### src/rtl/pwr_loss_policy.sv
module pwr_loss_policy #(
  parameter int SYNC_STAGES = 2
) (
  input  logic        clk,
  input  logic        rtc_rst_n,
  input  logic        rsm_rst_n,
  input  logic        pwr_good_a,
  input  logic        vreg_good_a,
  input  logic        trickle_fail,
  input  logic [2:0]  sleep_state,
  input  logic        sys_reset_wr,
  input  logic        wr_en,
  input  logic        wr_sel,
  input  logic [15:0] wr_data,
  input  logic        rd_sel,
  output logic [15:0] rd_data,
  output logic        restore_valid,
  output logic [2:0]  restore_state,
  output logic        reboot_req
);
  localparam logic [2:0] ST_S0 = 3'd0;
  localparam logic [2:0] ST_S1 = 3'd1;
  localparam logic [2:0] ST_S4 = 3'd4;
  localparam logic [2:0] ST_S5 = 3'd5;
  localparam logic [2:0] ST_G3 = 3'd7;
  localparam int         TOP   = SYNC_STAGES - 1;

  logic [TOP:0] pg_sync, vr_sync, rs_sync;
  logic         pg_prev, vr_prev;
  logic         pwrok_flr, cpu_flr, batt_flr, rtc_sts, resume_en;
  logic         lost, full;
  logic [2:0]   lost_state;

  always_ff @(posedge clk or negedge rtc_rst_n) begin
    if (!rtc_rst_n) begin
      pg_sync <= '1;
      vr_sync <= '1;
      rs_sync <= '1;
      pg_prev <= 1'b1;
      vr_prev <= 1'b1;
    end else begin
      pg_sync <= {pg_sync[TOP-1:0], pwr_good_a};
      vr_sync <= {vr_sync[TOP-1:0], vreg_good_a};
      rs_sync <= {rs_sync[TOP-1:0], rsm_rst_n};
      pg_prev <= pg_sync[TOP];
      vr_prev <= vr_sync[TOP];
    end
  end

  wire pg_fall  = pg_prev & ~pg_sync[TOP];
  wire pg_rise  = ~pg_prev & pg_sync[TOP];
  wire vr_fall  = vr_prev & ~vr_sync[TOP];
  wire rs_low   = ~rs_sync[TOP];
  wire st_wr    = wr_en & ~wr_sel;
  wire cf_wr    = wr_en & wr_sel;
  wire in_s0s1  = (sleep_state == ST_S0) || (sleep_state == ST_S1);
  wire full_now = full | rs_low;

  always_ff @(posedge clk or negedge rtc_rst_n) begin
    if (!rtc_rst_n) begin
      pwrok_flr <= 1'b0;
      cpu_flr   <= 1'b0;
      batt_flr  <= 1'b0;
      rtc_sts   <= 1'b1;
      resume_en <= 1'b0;
    end else begin
      if (pg_fall && in_s0s1)                              pwrok_flr <= 1'b1;
      else if ((st_wr && wr_data[0]) || sleep_state == ST_G3) pwrok_flr <= 1'b0;

      if (vr_fall)                  cpu_flr <= 1'b1;
      else if (st_wr && wr_data[1]) cpu_flr <= 1'b0;

      if (trickle_fail)             batt_flr <= 1'b1;
      else if (cf_wr && wr_data[1]) batt_flr <= 1'b0;

      if (cf_wr && !wr_data[2]) rtc_sts <= 1'b0;

      if (sys_reset_wr) resume_en <= 1'b0;
      else if (cf_wr)   resume_en <= wr_data[0];
    end
  end

  always_ff @(posedge clk or negedge rtc_rst_n) begin
    if (!rtc_rst_n) begin
      lost          <= 1'b0;
      full          <= 1'b0;
      lost_state    <= ST_S0;
      restore_valid <= 1'b0;
      restore_state <= ST_S0;
      reboot_req    <= 1'b0;
    end else begin
      restore_valid <= 1'b0;
      reboot_req    <= 1'b0;
      if (pg_fall) begin
        lost       <= 1'b1;
        full       <= rs_low;
        lost_state <= sleep_state;
      end else if (lost && pg_rise) begin
        lost          <= 1'b0;
        full          <= 1'b0;
        restore_valid <= 1'b1;
        if (full_now && resume_en) begin
          restore_state <= (lost_state == ST_S4) ? ST_S4 : ST_S5;
          reboot_req    <= 1'b0;
        end else begin
          restore_state <= ST_S0;
          reboot_req    <= 1'b1;
        end
      end else if (lost && rs_low) begin
        full <= 1'b1;
      end
    end
  end

  assign rd_data = rd_sel ? {13'd0, rtc_sts, batt_flr, resume_en}
                          : {14'd0, cpu_flr, pwrok_flr};

  assert_pwrok_set_R2: assert property (@(posedge clk) disable iff (!rtc_rst_n)
    (pg_fall && in_s0s1) |=> pwrok_flr);

  assert_cpu_set_R4: assert property (@(posedge clk) disable iff (!rtc_rst_n)
    vr_fall |=> cpu_flr);

  assert_glitch_reboot_R5: assert property (@(posedge clk) disable iff (!rtc_rst_n)
    (lost && pg_rise && !full && !rs_low) |=> (restore_valid && reboot_req && restore_state == ST_S0));

  assert_full_s4_R7: assert property (@(posedge clk) disable iff (!rtc_rst_n)
    (lost && pg_rise && full && resume_en && lost_state == ST_S4) |=> (restore_state == ST_S4 && !reboot_req));

  assert_batt_hold_R8: assert property (@(posedge clk) disable iff (!rtc_rst_n)
    (batt_flr && !(cf_wr && wr_data[1])) |=> batt_flr);

  assert_en_clear_R9: assert property (@(posedge clk) disable iff (!rtc_rst_n)
    sys_reset_wr |=> !rd_data[0] || !rd_sel);

  assert_reserved_R11: assert property (@(posedge clk) disable iff (!rtc_rst_n)
    rd_data[15:3] == 13'd0);

  assert_pulse_R13: assert property (@(posedge clk) disable iff (!rtc_rst_n)
    restore_valid |=> !restore_valid);
endmodule

### config.mk
export PLATFORM = sky130hd
export DESIGN_NAME = pwr_loss_policy
export DESIGN_NICKNAME = d
export VERILOG_FILES = /design/src/rtl/pwr_loss_policy.sv
export SDC_FILE = /design/constraint.sdc
export NUM_CORES = 1
export LEC_CHECK = 0
export BUFFER_PORTS_ARGS = -buffer_cell sky130_fd_sc_hd__buf_2
export CORE_ASPECT_RATIO = 0.7
export CORE_MARGIN = 5
export CORE_UTILIZATION = 41
export CTS_BUF_LIST = sky130_fd_sc_hd__clkbuf_8
export DETAILED_ROUTE_END_ITERATION = 16
export PLACE_DENSITY = 0.77
export SLEW_MARGIN = 20
export SYNTH_ARGS = -nofsm -noshare
export SYNTH_HDL_FRONTEND = slang
export SYNTH_SLANG_ARGS = --single-unit
### constraint.sdc
create_clock -name clk -period 1.14 [get_ports clk]
set_input_delay 0.057 -clock clk [delete_from_list [all_inputs] [get_ports clk]]
set_output_delay 0.057 -clock clk [all_outputs]
set_load 0.01 [all_outputs]
==> results of run 1 <==
## logic make-up after synthesis
| logic type | count (synthesis) |
|---|---|
| buffers and inverters | 18 |
| AND/OR/NAND/NOR | 19 |
| AO/OA/AOI/OAI | 13 |
| flip-flops | 22 |
| other | 1 |
| multiplexers | 5 |
## cell type report
cell class | count | share of cell area (%)
clock buffer | 3 | 3.36
clock inverter | 1 | 2.44
inverter | 4 | 1.22
multi-input combinational | 51 | 25.1
sequential | 22 | 45.7
tap | 32 | 3.26
timing repair buffer | 34 | 18.9
## cells in the final DEF (no fill, tap or decap), types with 3 or more instances in the layout
cell type,n
dfstp_2,9
dlygate4sd3_1,8
clkbuf_8,3
buf_4,4
conb_1,14
o21ai_0,4
dfrtp_1,13
inv_1,4
nand2_1,8
nand3b_1,3
buf_2,20
## layer usage
layer | up-vias | global-route usage, % | wire, um
li1 | 306 | - | -
met1 | 278 | 13.2 | 733
met2 | 28 | 14.6 | 718
met3 | 2 | 5.23 | 169
met4 | 0 | 2.03 | 14
met5 | - | 0 | 0
## what timing repair did
| action | CTS | global route |
|---|---|---|
| hold buffers | 8 | 0 |
| hold endpoints to repair | 19 | 0 |
| setup buffers | 0 | 2 |
| pin swaps | 0 | 3 |
| gates resized for setup | 2 | 5 |
| endpoints found under the setup margin | 2 | 9 |
## power groups by stage
| stage | Clock [mW] | Combinational, mW | Sequential (mW) |
|---|---|---|---|
| after floorplan | 0 | 0.131 | 0.899 |
| after global placement | 0 | 0.175 | 0.899 |
| after detailed placement | 0 | 0.181 | 0.904 |
| after CTS | 0.729 | 0.209 | 0.891 |
| after global routing | 0.758 | 0.260 | 0.899 |
| final | 0.714 | 0.233 | 0.889 |
## registers in the layout, indices dropped and copies added, names as in the netlist, 2 cells and up
register	count
rs_sync	2
pg_sync	2
vr_sync	2
lost_state	3
restore_state	2
## worst reg2reg max path, delay by kind of cell, from the launching register on
kind | cells | cell delay, ps
flip-flops | 1 | 560
multiplexers | 1 | 300
AND/OR/NAND/NOR | 1 | 160
## path summary, 6_finish.rpt
kind                       slack, ps       start  cells after the start             to
setup / recovery                   4  pg_sync[1]                      2  lost_state[2]
max in group asynchronous        520   rtc_rst_n                      2        rtc_sts
min in group asynchronous        280   rtc_rst_n                      2  lost_state[0]
hold / removal                    10  wr_data[2]                      2        rtc_sts
hold reg to reg                  360  vr_sync[0]                      0     vr_sync[1]
setup reg to reg                   4  pg_sync[1]                      2  lost_state[2]
## cell usage after synthesis, drive strengths merged
| master | instances | area share (%) |
|---|---|---|
| a211oi | 1 | 0.82 |
| a21o | 1 | 0.82 |
| a21oi | 2 | 1.1 |
| and2 | 2 | 1.4 |
| buf | 14 | 11 |
| conb | 1 | 0.41 |
| dfrtp | 13 | 35 |
| dfstp | 9 | 26 |
| inv | 4 | 1.6 |
| mux2 | 4 | 4.9 |
| mux2i | 1 | 1.1 |
| nand2 | 8 | 3.3 |
| nand2b | 1 | 0.68 |
| nand3 | 2 | 1.1 |
| nand3b | 3 | 2.5 |
| nor2 | 1 | 0.41 |
| nor3 | 1 | 0.54 |
| nor3b | 1 | 0.82 |
| o211ai | 1 | 0.82 |
| o21a | 1 | 0.82 |
| o21ai | 5 | 2.7 |
| o31ai | 2 | 1.6 |
==> impl_metrics.tcl, run 1 <==
set metrics [dict create \
    tritoncts "yes" \
    finalPower_mw 1.84 \
    htreeDepth 1 \
    hold_path_class "in2reg" \
    syn_to_final_growth_pct 33.8 \
    antenna_found_initial 0 \
    cp.required_ps 1290 \
    drc_errors 0 \
    chipHeight_um 49.6 \
    final-max-slew-violation-count 0 \
    post-dp-hpwl_um 1230 \
    synthAdderAreaFrac_pct 0 \
    layout.nets 145 \
    final_util_pct 57.5 \
    avgSynthCellArea_um2 11.8 \
    grt_pass1_wl_um 2470 \
    layout-drive-gt1-share_pct 40.0 \
    fmax_mhz 880 \
    critPathCaptureType "flip-flop" \
    boundaryPins 50 \
    p_sw_share_pct 21.5 \
    fp.dieArea_um2 3300 \
    start_util_pct 43.0 \
    fill_cells 183 \
    timing.final.crit_share_pct 99.7 \
    yosysSeqAreaShare_pct 61.2 \
    clkSinkCount 22 \
    cp_slowest_cell "dfstp_2" \
    cts_root_buf "clkbuf_8" \
    slowest_delay_ps 560 \
    clock_latency_ps 260 \
    synth_top_family_by_area "buffers and inverters" \
    drv_cap 0 \
    setup_ws_ps 3.66 \
    criticalPathCategory "reg2reg" \
    p_leak_nw 0.608 \
    drt-vias-per-instance 4.18 \
    start_kind "flip-flop" \
    clkPwrFrac_pct 38.9 \
    wl_per_cell_um 11.1 \
    cts.clk_slew.worst_paths_ps 80 \
    cp_max_fo 4 \
    fin_area_um2 1230 \
    drt_pre_antenna_iters 3 \
    core_area_um2 2140 \
    area.sequential_um2 562 \
    fin_setup_tns_ps 0 \
    pwr_density_cell_nw_per_um2 1490 \
    stdcell_count 147 \
    switchingPower_mw 0.395 \
    globalRouteOverflowTotal 0 \
    numCtsBuffers 3 \
    cp.arrival_ps 1290 \
    synth_cell_types 22 \
    syn-instance-count 78 \
    first_global_vias 547 \
    routed_wl_um 1640 \
    hold_slack_ps 11.1 \
    synth_compound_area_share_pct 8.72 \
    dpl-instance-area_um2 1030 \
    rsz0062_at_grt "yes" \
    power.internal_mw 1.44 \
    fin_crit_ps 1140 \
    ant_nets 0 \
    vdd_ir_drop_max_mv 0.833 \
    grt_max_degree 23 \
    sequentialPowerShare_pct 48.4 \
    p_comb_share_pct 12.7 \
    via_count 614 \
    worstPathBufferInverterCount 0 \
    synthSimpleGateAreaFrac_pct 10.6 \
    crit_chain "nand2b_4 -> mux2_4" \
    antenna_cells_inserted 0 \
    run_status "complete, no violations" \
    clk_path_buf_depth 2 \
    synthMuxAreaShare_pct 5.99 \
    place_inst 133 \
    yosys_warnings 0 \
    place.gp.congestion 0.736 \
    rows 14 \
    synth_xor_area_share_pct 0 \
    yosys_register_bits 22 \
    multi_input_area_um2 308 \
    drt_first_iter_violations 10 \
    finalClockSkew_ps 5.49 \
    die_width_um 66.6 \
    hold_viol_final 0 \
    crit_family "flip-flops" \
    post-place-ws_ps -15.3 \
    netlist_area_um2 918 \
    grt_usage_pct 10.0 \
    io_buffers 22 \
    setup_violations 0 \
]
Note: power is estimated with default switching activity, not from simulation.
==> run 2: changes to the inputs <==
--- a/config.mk
+++ b/config.mk
@@ -6,12 +6,15 @@
 export NUM_CORES = 1
 export LEC_CHECK = 0
 export BUFFER_PORTS_ARGS = -buffer_cell sky130_fd_sc_hd__buf_2
+export CAP_MARGIN = 20
+export CELL_PAD_IN_SITES_DETAIL_PLACEMENT = 0
+export CELL_PAD_IN_SITES_GLOBAL_PLACEMENT = 1
 export CORE_ASPECT_RATIO = 0.7
 export CORE_MARGIN = 5
-export CORE_UTILIZATION = 41
+export CORE_UTILIZATION = 30
 export CTS_BUF_LIST = sky130_fd_sc_hd__clkbuf_8
 export DETAILED_ROUTE_END_ITERATION = 16
-export PLACE_DENSITY = 0.77
+export PLACE_DENSITY = 0.85
 export SLEW_MARGIN = 20
 export SYNTH_ARGS = -nofsm -noshare
 export SYNTH_HDL_FRONTEND = slang
==> run 2 against run 1 <==
Net effect: critical path depth unchanged; first-iteration DRC count grew 120%; combinational power decreased by 4%; worst hold slack gained 3.5 ps; die area increased by 30%; non-clock buffer count down 2; routed wire length is 1.7% lower; setup slack improved by 14 ps; sequential share of layout area grew 0.28 points; critical path type unchanged; critical endpoint unchanged.
==> impl_metrics.tcl, run 2 (synthesis results as in run 1) <==
set metrics [dict create \
    run_status "complete, no violations" \
    htreeDepth 1 \
    regMostFlops "lost_state" \
    timing.final.crit_share_pct 98.4 \
    cts.clk_slew.worst_paths_ps 80 \
    crit-reg2reg-launch "pg_sync[1]" \
    drt-vias-per-instance 4.15 \
    drc_errors 0 \
    final_cell_mix "buf_2, conb_1, dfrtp_1, dfstp_2" \
    slowest_delay_ps 550 \
    fmax_mhz 891 \
    antenna_found_initial 0 \
    critical_path.endpoint "lost_state[2]" \
    globalRouteOverflowTotal 0 \
    p_leak_nw 0.598 \
    cp.required_ps 1280 \
    die_width_um 76.1 \
    fin_setup_tns_ps 0 \
    finalPower_mw 1.82 \
    criticalPathCategory "reg2reg" \
    wl_per_cell_um 10.8 \
    core_area_um2 2860 \
    post-place-ws_ps -12.1 \
    layout.nets 143 \
    crit_chain "nand2b_4 -> mux2_4" \
    fin_crit_ps 1120 \
    drv_cap 0 \
    chipHeight_um 56.3 \
    layout_commonest_cell "buf_2" \
    startpoint "pg_sync[1]" \
    largest_reg_flops 3 \
    critPathCaptureType "flip-flop" \
    first_global_vias 660 \
    cp.arrival_ps 1260 \
    clk_path_buf_depth 2 \
    syn_to_final_growth_pct 33.0 \
    hold_viol_final 0 \
    routed_wl_um 1610 \
    final-max-slew-violation-count 0 \
    start_util_pct 32.1 \
    drt_first_iter_violations 22 \
    fp.dieArea_um2 4290 \
    clock_latency_ps 260 \
    rrSetupSlack_ps 20 \
    ant_nets 0 \
    setup_violations 0 \
    hold_path_class "in2reg" \
    drt_pre_antenna_iters 4 \
    rsz0062_at_grt "yes" \
    grt_pass1_wl_um 2720 \
    via_count 619 \
    cts_root_buf "clkbuf_8" \
    reg2reg_to "lost_state[2]" \
    grt_max_degree 23 \
    rows 16 \
    io_buffers 22 \
    r2r_cells 2 \
    numCtsBuffers 3 \
    finalClockSkew_ps 4.85 \
    start_kind "flip-flop" \
    antenna_cells_inserted 0 \
    clkSinkCount 22 \
    post-dp-hpwl_um 1240 \
    tritoncts "yes" \
    grt_usage_pct 7.73 \
    place.gp.congestion 0.747 \
    cp_slowest_cell "dfstp_2" \
    setup_ws_ps 17.8 \
    layout-drive-gt1-share_pct 39.8 \
    boundaryPins 50 \
    pwr_density_cell_nw_per_um2 1490 \
    cp_max_fo 4 \
    final_util_pct 42.7 \
    vdd_ir_drop_max_mv 0.706 \
]
[run 2: cell count changes in the layout (fill, tap and decap cells not counted), sizes merged]
cell | before | now
buf | 26 | 24
[run 2: how the worst min path moves through the flow]
stage                   startpoint         to  slack [ps]  depth (start not counted)
CTS                     wr_data[2]    rtc_sts           3                          2
global route        sleep_state[2]  pwrok_flr          20                          2
floorplan                rtc_rst_n   batt_flr        -240                          0
finish              sleep_state[2]  pwrok_flr          10                          2
detailed placement       rtc_rst_n    cpu_flr          50                          1
global placement         rtc_rst_n   batt_flr          40                          1
[run 2: what timing repair did]
| action | 4_1_cts | 5_1_grt |
|---|---|---|
| resized for setup | 0 | 8 |
| endpoints found under the setup margin | 2 | 8 |
| endpoints found under the hold margin | 19 | 1 |
| buffers inserted | 1 | 0 |
| hold buffers | 7 | 1 |
[run 2: power breakdown]
part	internal, mW	leakage [nW]	switching (mW)
sequential	0.852	0.254	0.0367
combinational	0.114	0.308	0.108
clock	0.468	0.0357	0.236
total	1.43	0.598	0.381
[run 2: metal layers]
metal | GRT usage [%] | part of all wire (%) | vias up
li1 | - | - | 303
met1 | 9.42 | 45 | 285
met2 | 12.4 | 43 | 31
met3 | 4.31 | 12 | 0
met4 | 0.748 | 0 | 0
met5 | 0 | 0 | -
[run 2: metrics by stage]
step                hold WS [ps]  std cells  instance area, um2
global route                16.0        149                1220
finish                      14.6        149                1220
CTS                         3.24        148                1180
floorplan                   -239         91                 975
detailed placement          48.0        136                1030
global placement            35.4        136                1030
[run 2: area by class of cell]
type	count	area [um2]
Fill cell	265	1640
Sequential cell	22	562
Multi-Input combinational cell	51	317
Timing Repair Buffer	32	211
Tap cell	36	45.0
Clock buffer	3	41.3
Clock inverter	1	30.0
Inverter	4	15.0
[run 2: critical path, delay by kind of cell (launching register included)]
family / cells / cell delay (ps)
DFF: 1 / 550
muxes: 1 / 300
and+or+nand+nor: 1 / 150
